===== config.mk =====
export PLATFORM = sky130hd
export DESIGN_NAME = paged_rom_ctrl
export DESIGN_NICKNAME = d
export VERILOG_FILES = /design/src/rtl/rsm_pkg.sv /design/src/rtl/rsm_decode.sv /design/src/rtl/rsm_regs.sv /design/src/rtl/paged_rom_ctrl.sv
export SDC_FILE = /design/constraint.sdc
export NUM_CORES = 1
export LEC_CHECK = 0
export BUFFER_PORTS_ARGS = -buffer_cell sky130_fd_sc_hd__buf_2
export CORE_AREA = 2 2 54 56
export DETAILED_ROUTE_END_ITERATION = 10
export DIE_AREA = 0 0 56 58
export HOLD_SLACK_MARGIN = 0.06
export PLACE_DENSITY_LB_ADDON = 0.08
export SYNTH_ARGS = -nofsm -noshare
export SYNTH_HDL_FRONTEND = slang
export SYNTH_HIERARCHICAL = 1
export SYNTH_SLANG_ARGS = --single-unit
export TNS_END_PERCENT = 1

===== constraint.sdc =====
create_clock -name clk -period 5.5 [get_ports clk]
set_clock_uncertainty 0.15 [all_clocks]
set_input_delay 0.55 -clock clk [delete_from_list [all_inputs] [get_ports clk]]
set_output_delay 0.55 -clock clk [all_outputs]
set_load 0.03 [all_outputs]

===== src/rtl/rsm_pkg.sv =====
`timescale 1ns/1ps
package rsm_pkg;
    typedef enum logic [1:0] {
        TGT_NONE = 2'd0,
        TGT_NV   = 2'd1,
        TGT_RAM  = 2'd2,
        TGT_REG  = 2'd3
    } tgt_e;

    // register index = host address bits [1:0] inside the window
    localparam logic [1:0] IDX_NVPG  = 2'd0;
    localparam logic [1:0] IDX_RAMPG = 2'd1;
    localparam logic [1:0] IDX_MODE  = 2'd2;
    localparam logic [1:0] IDX_FLAG  = 2'd3;

    localparam int MODE_PROG    = 0;
    localparam int MODE_CLR     = 1;
    localparam int MODE_FLAGOFF = 2;

    localparam int FLAG_BUSY = 0;
    localparam int FLAG_PROG = 1;
endpackage


===== src/rtl/rsm_decode.sv =====
`timescale 1ns/1ps
module rsm_decode
    import rsm_pkg::*;
#(
    parameter int OFS_W = 8
) (
    input  logic           cs_n,
    input  logic [OFS_W:0] addr,
    input  logic           flag_off,
    output tgt_e           tgt,
    output logic [1:0]     idx
);
    logic in_window;

    always_comb begin
        idx       = addr[1:0];
        in_window = !addr[OFS_W] && (&addr[OFS_W-1:2]);
        tgt       = TGT_NONE;
        if (!cs_n) begin
            if (addr[OFS_W]) begin
                tgt = TGT_RAM;
            end else if (in_window && !(addr[1:0] == IDX_FLAG && flag_off)) begin
                tgt = TGT_REG;
            end else begin
                tgt = TGT_NV;
            end
        end
    end
endmodule


===== src/rtl/rsm_regs.sv =====
`timescale 1ns/1ps
module rsm_regs
    import rsm_pkg::*;
#(
    parameter int NV_PG_W  = 5,
    parameter int RAM_PG_W = 3,
    parameter int DATA_W   = 8
) (
    input  logic                clk,
    input  logic                rst_n,
    input  logic                wr_en,
    input  logic [1:0]          idx,
    input  logic [DATA_W-1:0]   wdata,
    input  logic                nv_busy,
    output logic [NV_PG_W-1:0]  nv_page,
    output logic [RAM_PG_W-1:0] ram_page,
    output logic                prog,
    output logic                flag_off,
    output logic [DATA_W-1:0]   rdata
);
    typedef struct packed {
        logic [NV_PG_W-1:0]  nv_pg;
        logic [RAM_PG_W-1:0] ram_pg;
        logic                prog;
        logic                flag_off;
    } regs_t;

    regs_t regs_d, regs_q;
    logic  unused_wdata;

    assign unused_wdata = ^wdata;

    always_comb begin
        regs_d = regs_q;
        if (wr_en) begin
            case (idx)
                IDX_NVPG:  regs_d.nv_pg  = wdata[NV_PG_W-1:0];
                IDX_RAMPG: regs_d.ram_pg = wdata[RAM_PG_W-1:0];
                IDX_MODE: begin
                    regs_d.prog     = wdata[MODE_PROG];
                    regs_d.flag_off = wdata[MODE_FLAGOFF];
                    if (wdata[MODE_CLR]) begin
                        regs_d.nv_pg  = '0;
                        regs_d.ram_pg = '0;
                    end
                end
                default: ; // flag register is read-only
            endcase
        end
    end

    always_ff @(posedge clk or negedge rst_n) begin
        if (!rst_n) regs_q <= '0;
        else        regs_q <= regs_d;
    end

    always_comb begin
        rdata = '0;
        case (idx)
            IDX_NVPG:  rdata = DATA_W'(regs_q.nv_pg);
            IDX_RAMPG: rdata = DATA_W'(regs_q.ram_pg);
            IDX_MODE: begin
                rdata[MODE_PROG]    = regs_q.prog;
                rdata[MODE_FLAGOFF] = regs_q.flag_off;
            end
            default: begin
                rdata[FLAG_BUSY] = nv_busy;
                rdata[FLAG_PROG] = regs_q.prog;
            end
        endcase
    end

    assign nv_page  = regs_q.nv_pg;
    assign ram_page = regs_q.ram_pg;
    assign prog     = regs_q.prog;
    assign flag_off = regs_q.flag_off;

    AST_PAGE_CLR: assert property (@(posedge clk) disable iff (!rst_n)
        (wr_en && idx == IDX_MODE && wdata[MODE_CLR]) |=> (nv_page == '0 && ram_page == '0));
    AST_FLAG_WR_IGNORED: assert property (@(posedge clk) disable iff (!rst_n)
        (wr_en && idx == IDX_FLAG) |=> $stable(regs_q));
    AST_PAGE_INDEP: assert property (@(posedge clk) disable iff (!rst_n)
        (wr_en && idx == IDX_RAMPG) |=> $stable(nv_page));
endmodule


===== src/rtl/paged_rom_ctrl.sv =====
`timescale 1ns/1ps
module paged_rom_ctrl
    import rsm_pkg::*;
#(
    parameter int OFS_W    = 8,
    parameter int DATA_W   = 8,
    parameter int NV_PG_W  = 5,
    parameter int RAM_PG_W = 3,
    localparam int NV_AW   = NV_PG_W + OFS_W,
    localparam int RAM_AW  = RAM_PG_W + OFS_W
) (
    input  logic              clk,
    input  logic              rst_n,
    input  logic [OFS_W:0]    host_addr,
    input  logic              host_cs_n,
    input  logic              host_rd,
    input  logic              host_wr,
    input  logic [DATA_W-1:0] host_din,
    output logic [DATA_W-1:0] host_dout,
    output logic              host_dout_en,
    output logic [NV_AW-1:0]  nv_addr,
    output logic              nv_cs_n,
    output logic              nv_we_n,
    input  logic [DATA_W-1:0] nv_rdata,
    input  logic              nv_busy,
    output logic [RAM_AW-1:0] ram_addr,
    output logic              ram_cs_n,
    output logic              ram_we_n,
    input  logic [DATA_W-1:0] ram_rdata,
    output logic [DATA_W-1:0] mem_wdata,
    output logic              prog_mode
);
    tgt_e                tgt;
    logic [1:0]          reg_idx;
    logic [NV_PG_W-1:0]  nv_page;
    logic [RAM_PG_W-1:0] ram_page;
    logic                flag_off;
    logic                reg_wr;
    logic [DATA_W-1:0]   reg_rdata;

    rsm_decode #(.OFS_W(OFS_W)) u_decode (
        .cs_n     (host_cs_n),
        .addr     (host_addr),
        .flag_off (flag_off),
        .tgt      (tgt),
        .idx      (reg_idx)
    );

    assign reg_wr = host_wr && (tgt == TGT_REG);

    rsm_regs #(
        .NV_PG_W  (NV_PG_W),
        .RAM_PG_W (RAM_PG_W),
        .DATA_W   (DATA_W)
    ) u_regs (
        .clk      (clk),
        .rst_n    (rst_n),
        .wr_en    (reg_wr),
        .idx      (reg_idx),
        .wdata    (host_din),
        .nv_busy  (nv_busy),
        .nv_page  (nv_page),
        .ram_page (ram_page),
        .prog     (prog_mode),
        .flag_off (flag_off),
        .rdata    (reg_rdata)
    );

    always_comb begin
        nv_addr      = {nv_page, host_addr[OFS_W-1:0]};
        ram_addr     = {ram_page, host_addr[OFS_W-1:0]};
        mem_wdata    = host_din;
        nv_cs_n      = (tgt != TGT_NV);
        ram_cs_n     = (tgt != TGT_RAM);
        nv_we_n      = !((tgt == TGT_NV) && host_wr && prog_mode);
        ram_we_n     = !((tgt == TGT_RAM) && host_wr);
        host_dout_en = host_rd && (tgt != TGT_NONE);
        case (tgt)
            TGT_NV:  host_dout = nv_rdata;
            TGT_RAM: host_dout = ram_rdata;
            TGT_REG: host_dout = reg_rdata;
            default: host_dout = '0;
        endcase
        if (!host_dout_en) host_dout = '0;
    end

    AST_ONE_CS: assert property (@(posedge clk) disable iff (!rst_n)
        $onehot0({~nv_cs_n, ~ram_cs_n}));
    AST_WIN_NO_MEM: assert property (@(posedge clk) disable iff (!rst_n)
        (!host_cs_n && !host_addr[OFS_W] && (&host_addr[OFS_W-1:2]) && host_addr[1:0] != 2'd3)
        |-> (nv_cs_n && ram_cs_n));
    AST_BUS_IDLE: assert property (@(posedge clk) disable iff (!rst_n)
        (host_cs_n || !host_rd) |-> !host_dout_en);
    AST_NV_WE_PROG: assert property (@(posedge clk) disable iff (!rst_n)
        !nv_we_n |-> (prog_mode && host_wr));
endmodule


; Word-level counts from Yosys, hierarchy flattened
; Index checks and enable logic that the tools add are counted.
[totals]
elab_cells = 45
inputBits = 39
reg_bits = 10
output_inout_bits = 46
[op_classes]
n_mux = 12
n_eq_ne = 9
reduce_logical = 20
[ops]
columns = cell, n
row1 = one-hot mux 8 bit (3 select lines), 1
row2 = two-way mux 8 bit, 2
row3 = one-hot mux 5 bit (2 select lines), 1
row4 = one-hot mux 1 bit (3 select lines), 3
row5 = equality test 2 bit (second input constant), 4
row6 = logical AND 1 bit, 8
row7 = two-way mux 2 bit, 4
row8 = one-hot mux 3 bit (2 select lines), 1
row9 = AND reduction 3 bit, 2
row10 = AND reduction 6 bit, 1
row11 = nonzero test 2 bit, 3
row12 = equality test 2 x 1 -> 1 bit (second input constant), 2
row13 = zero test 1 bit, 4
row14 = != test 2 bit (second input constant), 2
row15 = zero test 2 bit, 1
row16 = != test 2 x 1 -> 1 bit (second input constant), 1
row17 = AND reduction 2 bit, 1

; Depth between registers and ports, before layout
; Gate-level depths: netlist of run 1.
[depth]
word_depth = 11
mapped_depth = 8

; By module
; The synthesis of run 1 kept the hierarchy.
[by_module_without_submodules]
columns = module, instances, cells_per_inst, seq_area_each_um2, area_per_inst_um2
row1 = rsm_regs, 1, 49, 250.2, 535.5
row2 = paged_rom_ctrl, 1, 60, 0.0, 430.4
row3 = rsm_decode, 1, 7, 0.0, 55.1

; Worst setup path before layout of run 1
; No wires, ideal clock.
[synth_timing]
path_type = input-to-output
startpoint = in host_addr[2]
endpoint = out host_dout[1]
n_path_buf = 1
stages = 6
slack_ns = 2.699
arrival_ns = 2.101
path_cell_list = and4_1 -> a41oi_2 -> nor2_2 -> clkbuf_1 -> a21oi_1 -> a211oi_1
[synth_via]
elab_chain_cells = 9
[synth_lines]
columns = item, line_no
row1 = from (decl), paged_rom_ctrl.sv:14  ; input logic [OFS_W:0] host_addr,
row2 = AND reduction 6 bit *, rsm_decode.sv:17  ; in_window = !addr[OFS_W] && (&addr[OFS_W-1:2]);
row3 = logical AND 1 bit *, rsm_decode.sv:17
row4 = logical AND 1 bit *, rsm_decode.sv:22  ; end else if (in_window && !(addr[1:0] == IDX_FLAG && flag_off)) begin
row5 = two-way mux 2 bit *, rsm_decode.sv:22
row6 = two-way mux 2 bit *, rsm_decode.sv:20  ; if (addr[OFS_W]) begin
row7 = two-way mux 2 bit *, rsm_decode.sv:19  ; if (!cs_n) begin
row8 = net tgt[1], paged_rom_ctrl.sv:33  ; tgt_e tgt;
row9 = "equality test 2 bit, or another cell as far along", paged_rom_ctrl.sv:78  ; case (tgt)
row10 = one-hot mux 8 bit (3 select lines) or logical AND 1 bit (tied branches), "paged_rom_ctrl.sv:78, paged_rom_ctrl.sv:77"
row11 = two-way mux 8 bit *, paged_rom_ctrl.sv:84  ; if (!host_dout_en) host_dout = '0;
row12 = to (decl), paged_rom_ctrl.sv:19  ; output logic [DATA_W-1:0] host_dout,
; The timed path passes the listed nets; every way through them passes the cells marked *.

; Worst setup path after layout of run 1
[layout_timing]
startpoint = in host_addr[0]
endpoint = out host_dout[2]
[layout_via]
elab_chain_cells = 10
[layout_lines]
columns = item, line_no
row1 = equality test 2 bit *, rsm_decode.sv:22
row2 = logical AND 1 bit *, rsm_decode.sv:22
row3 = zero test 1 bit *, rsm_decode.sv:22
row4 = logical AND 1 bit *, rsm_decode.sv:22
row5 = two-way mux 2 bit *, rsm_decode.sv:22
row6 = two-way mux 2 bit *, rsm_decode.sv:20
row7 = two-way mux 2 bit *, rsm_decode.sv:19
row8 = net tgt[1], paged_rom_ctrl.sv:33
row9 = "equality test 2 bit, or another cell as far along", paged_rom_ctrl.sv:78
row10 = one-hot mux 8 bit (3 select lines) or logical AND 1 bit (tied branches), "paged_rom_ctrl.sv:78, paged_rom_ctrl.sv:77"
row11 = two-way mux 8 bit *, paged_rom_ctrl.sv:84
; Marks and branches as above.

==> impl_metrics.yaml, run 1 <==
run_status:
  status: "completed"
timing:
  slew_headroom: 0.5124
  tightest_slew_ns: 0.7306
  final-hold-violation-count: 0
  slew_viol_final: 0
  fmaxAchievable_mhz: 352.7
  fin_setup_tns_ns: 0
  min_period_ns: 2.835
  post-route-period-util: 0.5154
  layout_setup_ws_ns: 2.665
  rsz0062_at_grt: "false"
  setup_viol: 0
clocking:
  clock_tree.root_cell: "clkbuf_4"
  cts_buffer_depth: 2
  clkLatencyLatePin_ns: 0.25
  postCtsResizedCells: 0
  cts_tree: "done"
  cts-buffers-inserted: 3
  cts_setup_buffers: 0
  clock-sinks: 10
  ctsHoldBuffers: 1
  clkTransAtPathRegs_ns: 0.06
  cts_max_level: 1
place:
  post-dp-hpwl_um: 1958
  port_buffers: 78
  place_congestion: 0.8357
  dp_slack_ns: 2.659
critical_path:
  crit_required_ns: 4.80
  startpoint: "host_addr[0]"
  path_max_fanout: 22
  criticalPathCategory: "in2out"
  reg2reg_from: "u_regs/flag_off"
  path_cells: "buf_2 -> nand3_1 -> a41oi_2 -> nor2_2 -> a21oi_1 -> a211oi_1 -> buf_2"
  cp_slowest_stage_delay_ns: 0.57
  crit_top_cell: "buf_2"
  cp-start-kind: "input pin"
  cp.arrival_ns: 2.13
  cp_slowest_cell: "nor2_2"
  cp-end-kind: "output pin"
floorplan:
  ios: 85
  num_rows: 19
  die_x_um: 56
  die_y_um: 58
  start_util: 0.3835
  core_mm2: 0.002663
  fp.dieArea_mm2: 0.003248
power:
  swShare: 0.4031
  p_sw_uw: 97.26
  p_leak_nw: 0.6496
  powerDensity_mw_per_mm2: 195.0
  internal-power_uw: 144.0
  combPwrFrac: 0.448
  p_clk_frac: 0.192
  power_uw: 241.3
  peakVddDrop_uv: 137.9
  sequentialPowerShare: 0.360
route:
  post_drt_wl_per_cell_um: 12.59
  drtIter0Drc: 59
  first_pass_iters: 4
  wl_um: 2481
  viasPerCell: 4.944
  postRouteAntennaNets: 0
  drc_errors: 0
  vias: 974
yosys:
  netlist_instances: 116
  syn_area_per_cell_um2: 8.802
  synth_edf_count: 0
  yosys_most_used_dff: "dfrtp_1"
  synth_top_area_share: 0.2451
  synth_cell_type_count: 30
  synth-seq-cells: 10
  synthTopCellsByArea: "dfrtp_1, buf_4, mux2i_1, a211oi_1, a21oi_1"
  synthTopCellsByCount: "buf_4, a21oi_1, dfrtp_1, mux2i_1, a211oi_1"
  synth.most_common_cell: "buf_4"
  syn_area_mm2: 0.001021
  synth_top_area_cell: "dfrtp_1"
  ys_seq_area_frac: 0.2451
  synthArstFlopShare: 1.000
  yosys_warnings: 6
global_routing:
  grt_pass1_vias: 909
  grt-ovfl-total: 0
  grt_pass1_wl_um: 4015
  grt_max_degree: 23
  antenna_found_initial: 0
  track_usage: 0.1508
hold_path:
  worst_hold_path_type: "reg2reg"
  worstHoldStart: "u_regs/nv_page[4]"
cells_and_area:
  insertedDiodeCount: 0
  drive_gt1_frac: 0.5241
  area_growth_pct: 21.20
  nNetsFinal: 207
flow_run:
  cap_violations: 0
stage by stage:
stage	hold WS, ns	cell area [um^2]	instances	util
after floorplan	0.1044	1028	118	-
after global placement	0.2711	1205	193	0.4525
after detailed placement	0.2748	1205	193	0.4525
after CTS	0.3788	1237	197	0.4648
after global routing	0.3771	1237	197	0.4648
final	0.3766	1237	197	0.4648
layout by cell type, fill, tap and decap left out:
cell type      Yosys  routed
a211oi_1           8       8
a21oi_1           11      11
a22o_1             5       5
a41oi_2            1       1
and2_2             2       2
and3_1             1       1
and4_1             1       1
buf_2              1      78
buf_4             30       1
clkbuf_4           0       3
clkinv_1           1       1
conb_1             1       3
dfrtp_1           10      10
dlygate4sd3_1      0       1
inv_1              1       1
mux2_1             2       2
mux2i_1           10      10
mux4_2             1       1
nand2_1            2       2
nand2b_1           2       2
nand3_1            2       2
nand3b_1           4       4
nand4b_1           1       1
nor2_1             5       5
nor2_2             1       1
nor2b_1            1       1
nor3b_1            2       2
o21ai_0            2       2
o21ai_1            1       1
o22ai_1            3       3
path summary, 6_finish.rpt:
kind	slack [ns]	cells past startpoint	endpoint
min	0.38	1	u_regs/nv_page[4]
min in group asynchronous	0.54	2	u_regs/nv_page[1]
max reg2reg	3.06	7	u_regs/flag_off
min reg2reg	0.38	1	u_regs/nv_page[4]
max in group asynchronous	4.47	2	u_regs/flag_off
max	2.67	7	host_dout[2]
power groups by stage:
stage | registers [mW] | clock network [mW] | logic, mW
6_report | 0.0867 | 0.0464 | 0.108
5_1_grt | 0.0884 | 0.0516 | 0.116
4_1_cts | 0.0869 | 0.0483 | 0.109
3_5_place_dp | 0.0882 | 0 | 0.108
3_3_place_gp | 0.0888 | 0 | 0.107
2_1_floorplan | 0.0989 | 0 | 0.0767
critical path: cells and delay by family:
kind                   cells  cell delay [ns]
and+or+nand+nor            2             0.70
AOI/OAI and AO/OA          3             0.46
buffers and inverters      2             0.42
logic make-up after synthesis:
| kind of cell | after synthesis | share of synthesized area |
|---|---|---|
| buf+inv | 37 | 0.2622 |
| flops | 10 | 0.2451 |
| other cells | 1 | 0.003673 |
| simple gates | 24 | 0.1422 |
| compound gates | 31 | 0.2047 |
| mux | 13 | 0.1422 |
final cells by class:
class | instances | area (um^2)
Inverter | 2 | 7.507
Clock buffer | 3 | 22.52
Timing Repair Buffer | 80 | 407.9
Sequential cell | 10 | 250.2
Tap cell | 31 | 38.79
Multi-Input combinational cell | 71 | 510.5
Fill cell | 276 | 1425
sequential cells by signal, indices dropped and copies added (netlist names):
name	count
u_regs/nv_page	5
u_regs/ram_page	3
u_regs/flag_off	1
u_regs/prog	1
per-layer routing:
layer	GRT usage	up-vias	part of all wire
li1	-	489	-
met1	0.2067	433	0.44
met2	0.2420	48	0.47
met3	0.02455	4	0.084
met4	0.05442	0	0.0060
met5	0	-	0
(Power assumes the default switching activity.)
==> run 2: changes to the inputs <==
Settings changed: ABC_AREA set to 1, CORE_AREA 2 2 54 56 to 2 2 60 62, DIE_AREA 0 0 56 58 to 0 0 62 64.
Clock period 5.5 ns to 2.4 ns, I/O delays scaled along.
==> run 2 against run 1 <==
  * Worst hold slack got worse by 0.29 ns
  * Utilization fell by 4.2 points
  * Non-clock buffer count increased by 2
  * Total power grew to 2.6 times the previous value
  * Critical endpoint is now host_dout[0]
  * Largest cell class unchanged
==> impl_metrics.yaml, run 2 <==
place:
  post-dp-hpwl_um: 2420
  place_congestion: 0.7535
  port_buffers: 78
  dp_slack_ns: 0.4611
route:
  drtIter0Drc: 56
  viasPerCell: 4.393
  wl_um: 2871
  vias: 1230
  drc_errors: 0
  first_pass_iters: 4
  post_drt_wl_per_cell_um: 10.25
  postRouteAntennaNets: 0
critical_path:
  crit_required_ns: 2.01
  cp.arrival_ns: 1.72
  cp_slowest_stage_delay_ns: 0.40
  path_cells: "nand3_1 -> nand3_1 -> a21oi_2 -> buf_4 -> inv_2 -> nand3_1 -> nand3_1 -> nand2_1 -> inv_1 -> buf_2"
  cp_slowest_cell: "dfrtp_1"
  critPathBufInv: 4
  r2r_setup_slack_ns: 0.49
  path_delay_family: "buffers and inverters"
  crit_top_cell: "nand3_1"
  path_max_fanout: 10
  cp-end-kind: "output pin"
  criticalPathCategory: "reg2out"
  cp-start-kind: "register"
global_routing:
  grt_pass1_vias: 1102
  grt_pass1_wl_um: 4616
  grt-ovfl-total: 0
  track_usage: 0.1488
  antenna_found_initial: 0
  grt_max_degree: 21
flow_run:
  cap_violations: 0
yosys:
  synth_top_area_cell: "dfrtp_1"
  synth-seq-cells: 10
  yosys_most_used_dff: "dfrtp_1"
  ys_seq_area_frac: 0.2191
  synth_cell_type_count: 19
  syn_area_mm2: 0.001142
  syn_area_per_cell_um2: 6.311
  synth.most_common_cell: "nand2_1"
  synthArstFlopShare: 1.000
  synthTopCellsByCount: "nand2_1, nand3_1, buf_4"
  synth_edf_count: 0
  yosys_warnings: 6
  synth_top_area_share: 0.2191
  synthTopCellsByArea: "dfrtp_1, buf_4, nand3_1, nand2_1, inv_1"
  netlist_instances: 181
clocking:
  cts_buffer_depth: 2
  clkLatencyLatePin_ns: 0.26
  cts-buffers-inserted: 3
  clkTransAtPathRegs_ns: 0.07
  clock-sinks: 10
  postCtsResizedCells: 0
  cts_tree: "done"
  cts_max_level: 1
  clock_tree.root_cell: "clkbuf_4"
power:
  powerDensity_mw_per_mm2: 456.0
  internal-power_uw: 369.7
  p_sw_uw: 263.1
  combPwrFrac: 0.432
  sequentialPowerShare: 0.334
  peakVddDrop_uv: 368.3
  swShare: 0.4158
  p_leak_nw: 0.8614
  p_clk_frac: 0.234
timing:
  post-route-period-util: 0.8781
  fmaxAchievable_mhz: 474.5
  min_period_ns: 2.107
  rsz0062_at_grt: "false"
  layout_setup_ws_ns: 0.2925
  slew_viol_final: 0
  setup_viol: 0
  final-hold-violation-count: 0
  fin_setup_tns_ns: 0
cells_and_area:
  nNetsFinal: 274
  fillers: 384
  drive_gt1_frac: 0.4145
  area_growth_pct: 21.47
  largest_reg_flops: 5
  insertedDiodeCount: 0
  final_cell_mix: "buf_2, nand2_1, nand3_1, inv_1, dfrtp_1"
  final_common_cell: "buf_2"
floorplan:
  die_y_um: 64
  die_x_um: 62
  core_mm2: 0.003284
  num_rows: 21
  start_util: 0.3478
  ios: 85
  fp.dieArea_mm2: 0.003968
hold_path:
  worst_hold_path_type: "in2reg"
run_status:
  status: "completed"
## run 2: cell count changes after synthesis, moves of 5 or more
cell | before | now
a22o_1 | 5 | 0
inv_2 | 0 | 5
a21oi_1 | 11 | 2
o21ai_1 | 1 | 7
mux2i_1 | 10 | 0
nand3_1 | 2 | 39
nand2_1 | 2 | 43
inv_1 | 1 | 20
a211oi_1 | 8 | 0
## run 2: cell type report
| cell class | count | area [um^2] | area share |
|---|---|---|---|
| Timing Repair Buffer | 82 | 422.9 | 0.3048 |
| Tap cell | 46 | 57.56 | 0.04148 |
| Clock buffer | 4 | 36.28 | 0.02615 |
| Inverter | 25 | 93.84 | 0.06763 |
| Sequential cell | 10 | 250.2 | 0.1803 |
| Multi-Input combinational cell | 113 | 526.8 | 0.3796 |
## run 2: kinds of logic after synthesis
| kind of cell | after synthesis | share of synthesized area |
|---|---|---|
| buffers and inverters | 60 | 0.3264 |
| AO/OA/AOI/OAI | 12 | 0.06134 |
| flip-flops | 10 | 0.2191 |
| other | 1 | 0.003283 |
| AND/OR/NAND/NOR | 98 | 0.3899 |
## run 2: power groups by stage
stage / logic (mW) / clock network (mW) / registers, mW
2_1_floorplan: 0.183 / 0 / 0.251
3_3_place_gp: 0.275 / 0 / 0.217
3_5_place_dp: 0.275 / 0 / 0.216
4_1_cts: 0.276 / 0.156 / 0.213
5_1_grt: 0.301 / 0.163 / 0.214
6_report: 0.273 / 0.148 / 0.211
## run 2: timing repair
action                                 in CTS  in global routing
buffers inserted                            0                  0
endpoints found under the hold margin      10                  0
hold buffers                                1                  0
## run 2: per-layer routing
metal	wire length (um)	vias up	track usage	part of all wire
met2	1398	43	0.2500	0.49
met4	28	0	0.06117	0.0098
met1	1247	535	0.1876	0.43
li1	-	646	-	-
met3	197	6	0.01417	0.069
met5	0	-	0	0
## run 2: path summary, 6_finish.rpt
path,start,end,depth (start not counted)
worst max-delay path,u_regs/flag_off,host_dout[0],10
worst min-delay path,host_din[3],u_regs/nv_page[3],3
worst max register to register,u_regs/flag_off,u_regs/ram_page[1],10
worst min register to register,u_regs/nv_page[3],u_regs/nv_page[3],2
max in group asynchronous,rst_n,u_regs/nv_page[1],2
min in group asynchronous,rst_n,u_regs/prog,2
## run 2: through the flow
step                cells  utilization  area (um^2)  power (mW)  hold WS (ns)
global route          280       0.4225         1388      0.6784       0.08605
detailed placement    275       0.4084         1341      0.4904      -0.03402
global placement      275       0.4084         1341      0.4919      -0.03406
finish                280       0.4225         1388      0.6328       0.08498
CTS                   280       0.4225         1388      0.6452       0.07916
floorplan             183            -         1150      0.4348       -0.2056
## run 2: tightest hold or removal path, stage by stage
cell     delay [ns]
buf_2          0.10
nand2_1        0.05
o21ai_1        0.06
==> run 3: changes to the inputs <==
Settings changed: RECOVER_POWER set to 100.
==> run 3 against run 2 <==
  * First-iteration DRC count is 13% higher
  * Utilization is 1.6 points lower
  * Count of clock-buffer cells in the layout stayed put
  * Sequential cell count stayed put
  * Maximum frequency is 0.59% lower
==> impl_metrics.yaml, run 3 (same netlist as run 2, synthesis figures left out) <==
timing:
  post-route-period-util: 0.8833
  slew_headroom: 0.6285
  final-hold-violation-count: 0
  fmaxAchievable_mhz: 471.7
  rsz0062_at_grt: "false"
  holdWs_ns: 0.08730
  layout_setup_ws_ns: 0.2800
  tightest_slew_ns: 0.5572
  slew_viol_final: 0
  min_period_ns: 2.120
  fin_setup_tns_ns: 0
  setup_viol: 0
critical_path:
  startpoint: "u_regs/flag_off"
  r2r_setup_slack_ns: 0.40
  cp-end-kind: "output pin"
  cp-start-kind: "register"
  path_max_fanout: 10
  crit_top_cell: "nand3_1"
  path_cells: "nand3_1 -> nand3_1 -> a21oi_2 -> buf_4 -> inv_2 -> nand3_1 -> nand3_1 -> nand2_1 -> inv_1 -> clkbuf_2"
  reg2reg_to: "u_regs/nv_page[4]"
  reg2reg_from: "u_regs/flag_off"
  cp_slowest_stage_delay_ns: 0.40
  crit_required_ns: 2.01
  cp.arrival_ns: 1.73
  rr_worst_depth: 8
  criticalPathCategory: "reg2out"
  cp_slowest_cell: "dfrtp_1"
clocking:
  clkLatencyLatePin_ns: 0.26
  cts_buffer_depth: 2
  clock-sinks: 10
  cts_tree: "done"
  cts_max_level: 1
  cts_setup_buffers: 0
  cts-buffers-inserted: 3
  clkTransAtPathRegs_ns: 0.07
  clock_tree.root_cell: "clkbuf_4"
power:
  powerDensity_mw_per_mm2: 464.3
  p_leak_nw: 0.7539
  power_uw: 620.4
  peakVddDrop_uv: 350.1
global_routing:
  grt_pass1_wl_um: 4616
  track_usage: 0.1488
  antenna_found_initial: 0
  grt_pass1_vias: 1102
  grt-ovfl-total: 0
  grt_max_degree: 21
route:
  wl_um: 2902
  vias: 1229
  post_drt_wl_per_cell_um: 10.36
  first_pass_iters: 4
  wl_met1_um: 1292
  viasPerCell: 4.389
  wl_met2_um: 1402
  top_layer: "met4"
  postRouteAntennaNets: 0
  met3_length_um: 178
  drc_errors: 0
  drtIter0Drc: 63
place:
  dp_slack_ns: 0.4611
  place_congestion: 0.7535
  port_buffers: 78
  post-dp-hpwl_um: 2420
hold_path:
  worst_hold_path_type: "in2reg"
  hold_depth: 3
  worstHoldStart: "host_din[3]"
  hold_end: "u_regs/nv_page[3]"
cells_and_area:
  fillers: 406
  largest_reg_flops: 5
  nNetsFinal: 274
  drive_gt1_frac: 0.2607
  final_cell_mix: "nand2_1, nand3_1, buf_2, clkbuf_1, inv_1"
  postLayoutCoreUtil: 0.4069
  final_common_cell: "nand2_1"
  insertedDiodeCount: 0
  area_growth_pct: 16.98
floorplan:
  die_x_um: 62
  fp.dieArea_mm2: 0.003968
  start_util: 0.3478
  die_y_um: 64
  num_rows: 21
  ios: 85
  core_mm2: 0.003284
flow_run:
  cap_violations: 0
run_status:
  status: "completed"
## run 3: changes by cell type in the layout (fill, tap and decap cells not counted), sizes merged
| cell | delta |
|---|---|
| buf | -43 |
| clkbuf | +43 |
## run 3: how the worst max path moves through the flow
stage / end / slack (ns)
global placement: host_dout[1] / 0.50
detailed placement: u_regs/ram_page[1] / 0.46
CTS: host_dout[1] / 0.26
floorplan: u_regs/ram_page[0] / 0.60
finish: host_dout[0] / 0.28
global route: host_dout[4] / 0.1
## run 3: per-layer routing
layer  up-vias  global-route usage
met5         -                   0
met4         0             0.06117
met3         6             0.01417
met2        37              0.2500
met1       538              0.1876
li1        648                   -
## run 3: metrics by stage
stage	cell area, um^2	instances
floorplan	1150	183
global placement	1341	275
detailed placement	1341	275
CTS	1388	280
global route	1336	280
finish	1336	280
## run 3: final cells by class
class	instances	area, um^2	area share
multi-input combinational	113	518.0	0.3876
timing repair buffer	82	380.4	0.2846
sequential	10	250.2	0.1873
inverter	25	93.84	0.07022
tap	46	57.56	0.04307
clock buffer	4	36.28	0.02715
## run 3: what timing repair did
action | 4_1_cts | 5_1_grt
hold endpoints to repair | 10 | 0
endpoints found under the setup margin | 0 | 0
hold buffers | 1 | 0
resized for setup | 0 | 0
## run 3: where the power goes
group	total, mW	internal, mW	leakage, nW	switching [mW]
logic	0.260	0.0736	0.599	0.187
registers	0.212	0.191	0.134	0.0210
clock network	0.148	0.0920	0.0210	0.0562
total	0.620	0.357	0.754	0.264
## run 3: critical path: cells and delay by family, from the launching register on
kind            cells  cell delay (ns)
flops               1             0.40
buf+inv             4             0.49
simple gates        5             0.40
compound gates      1             0.18
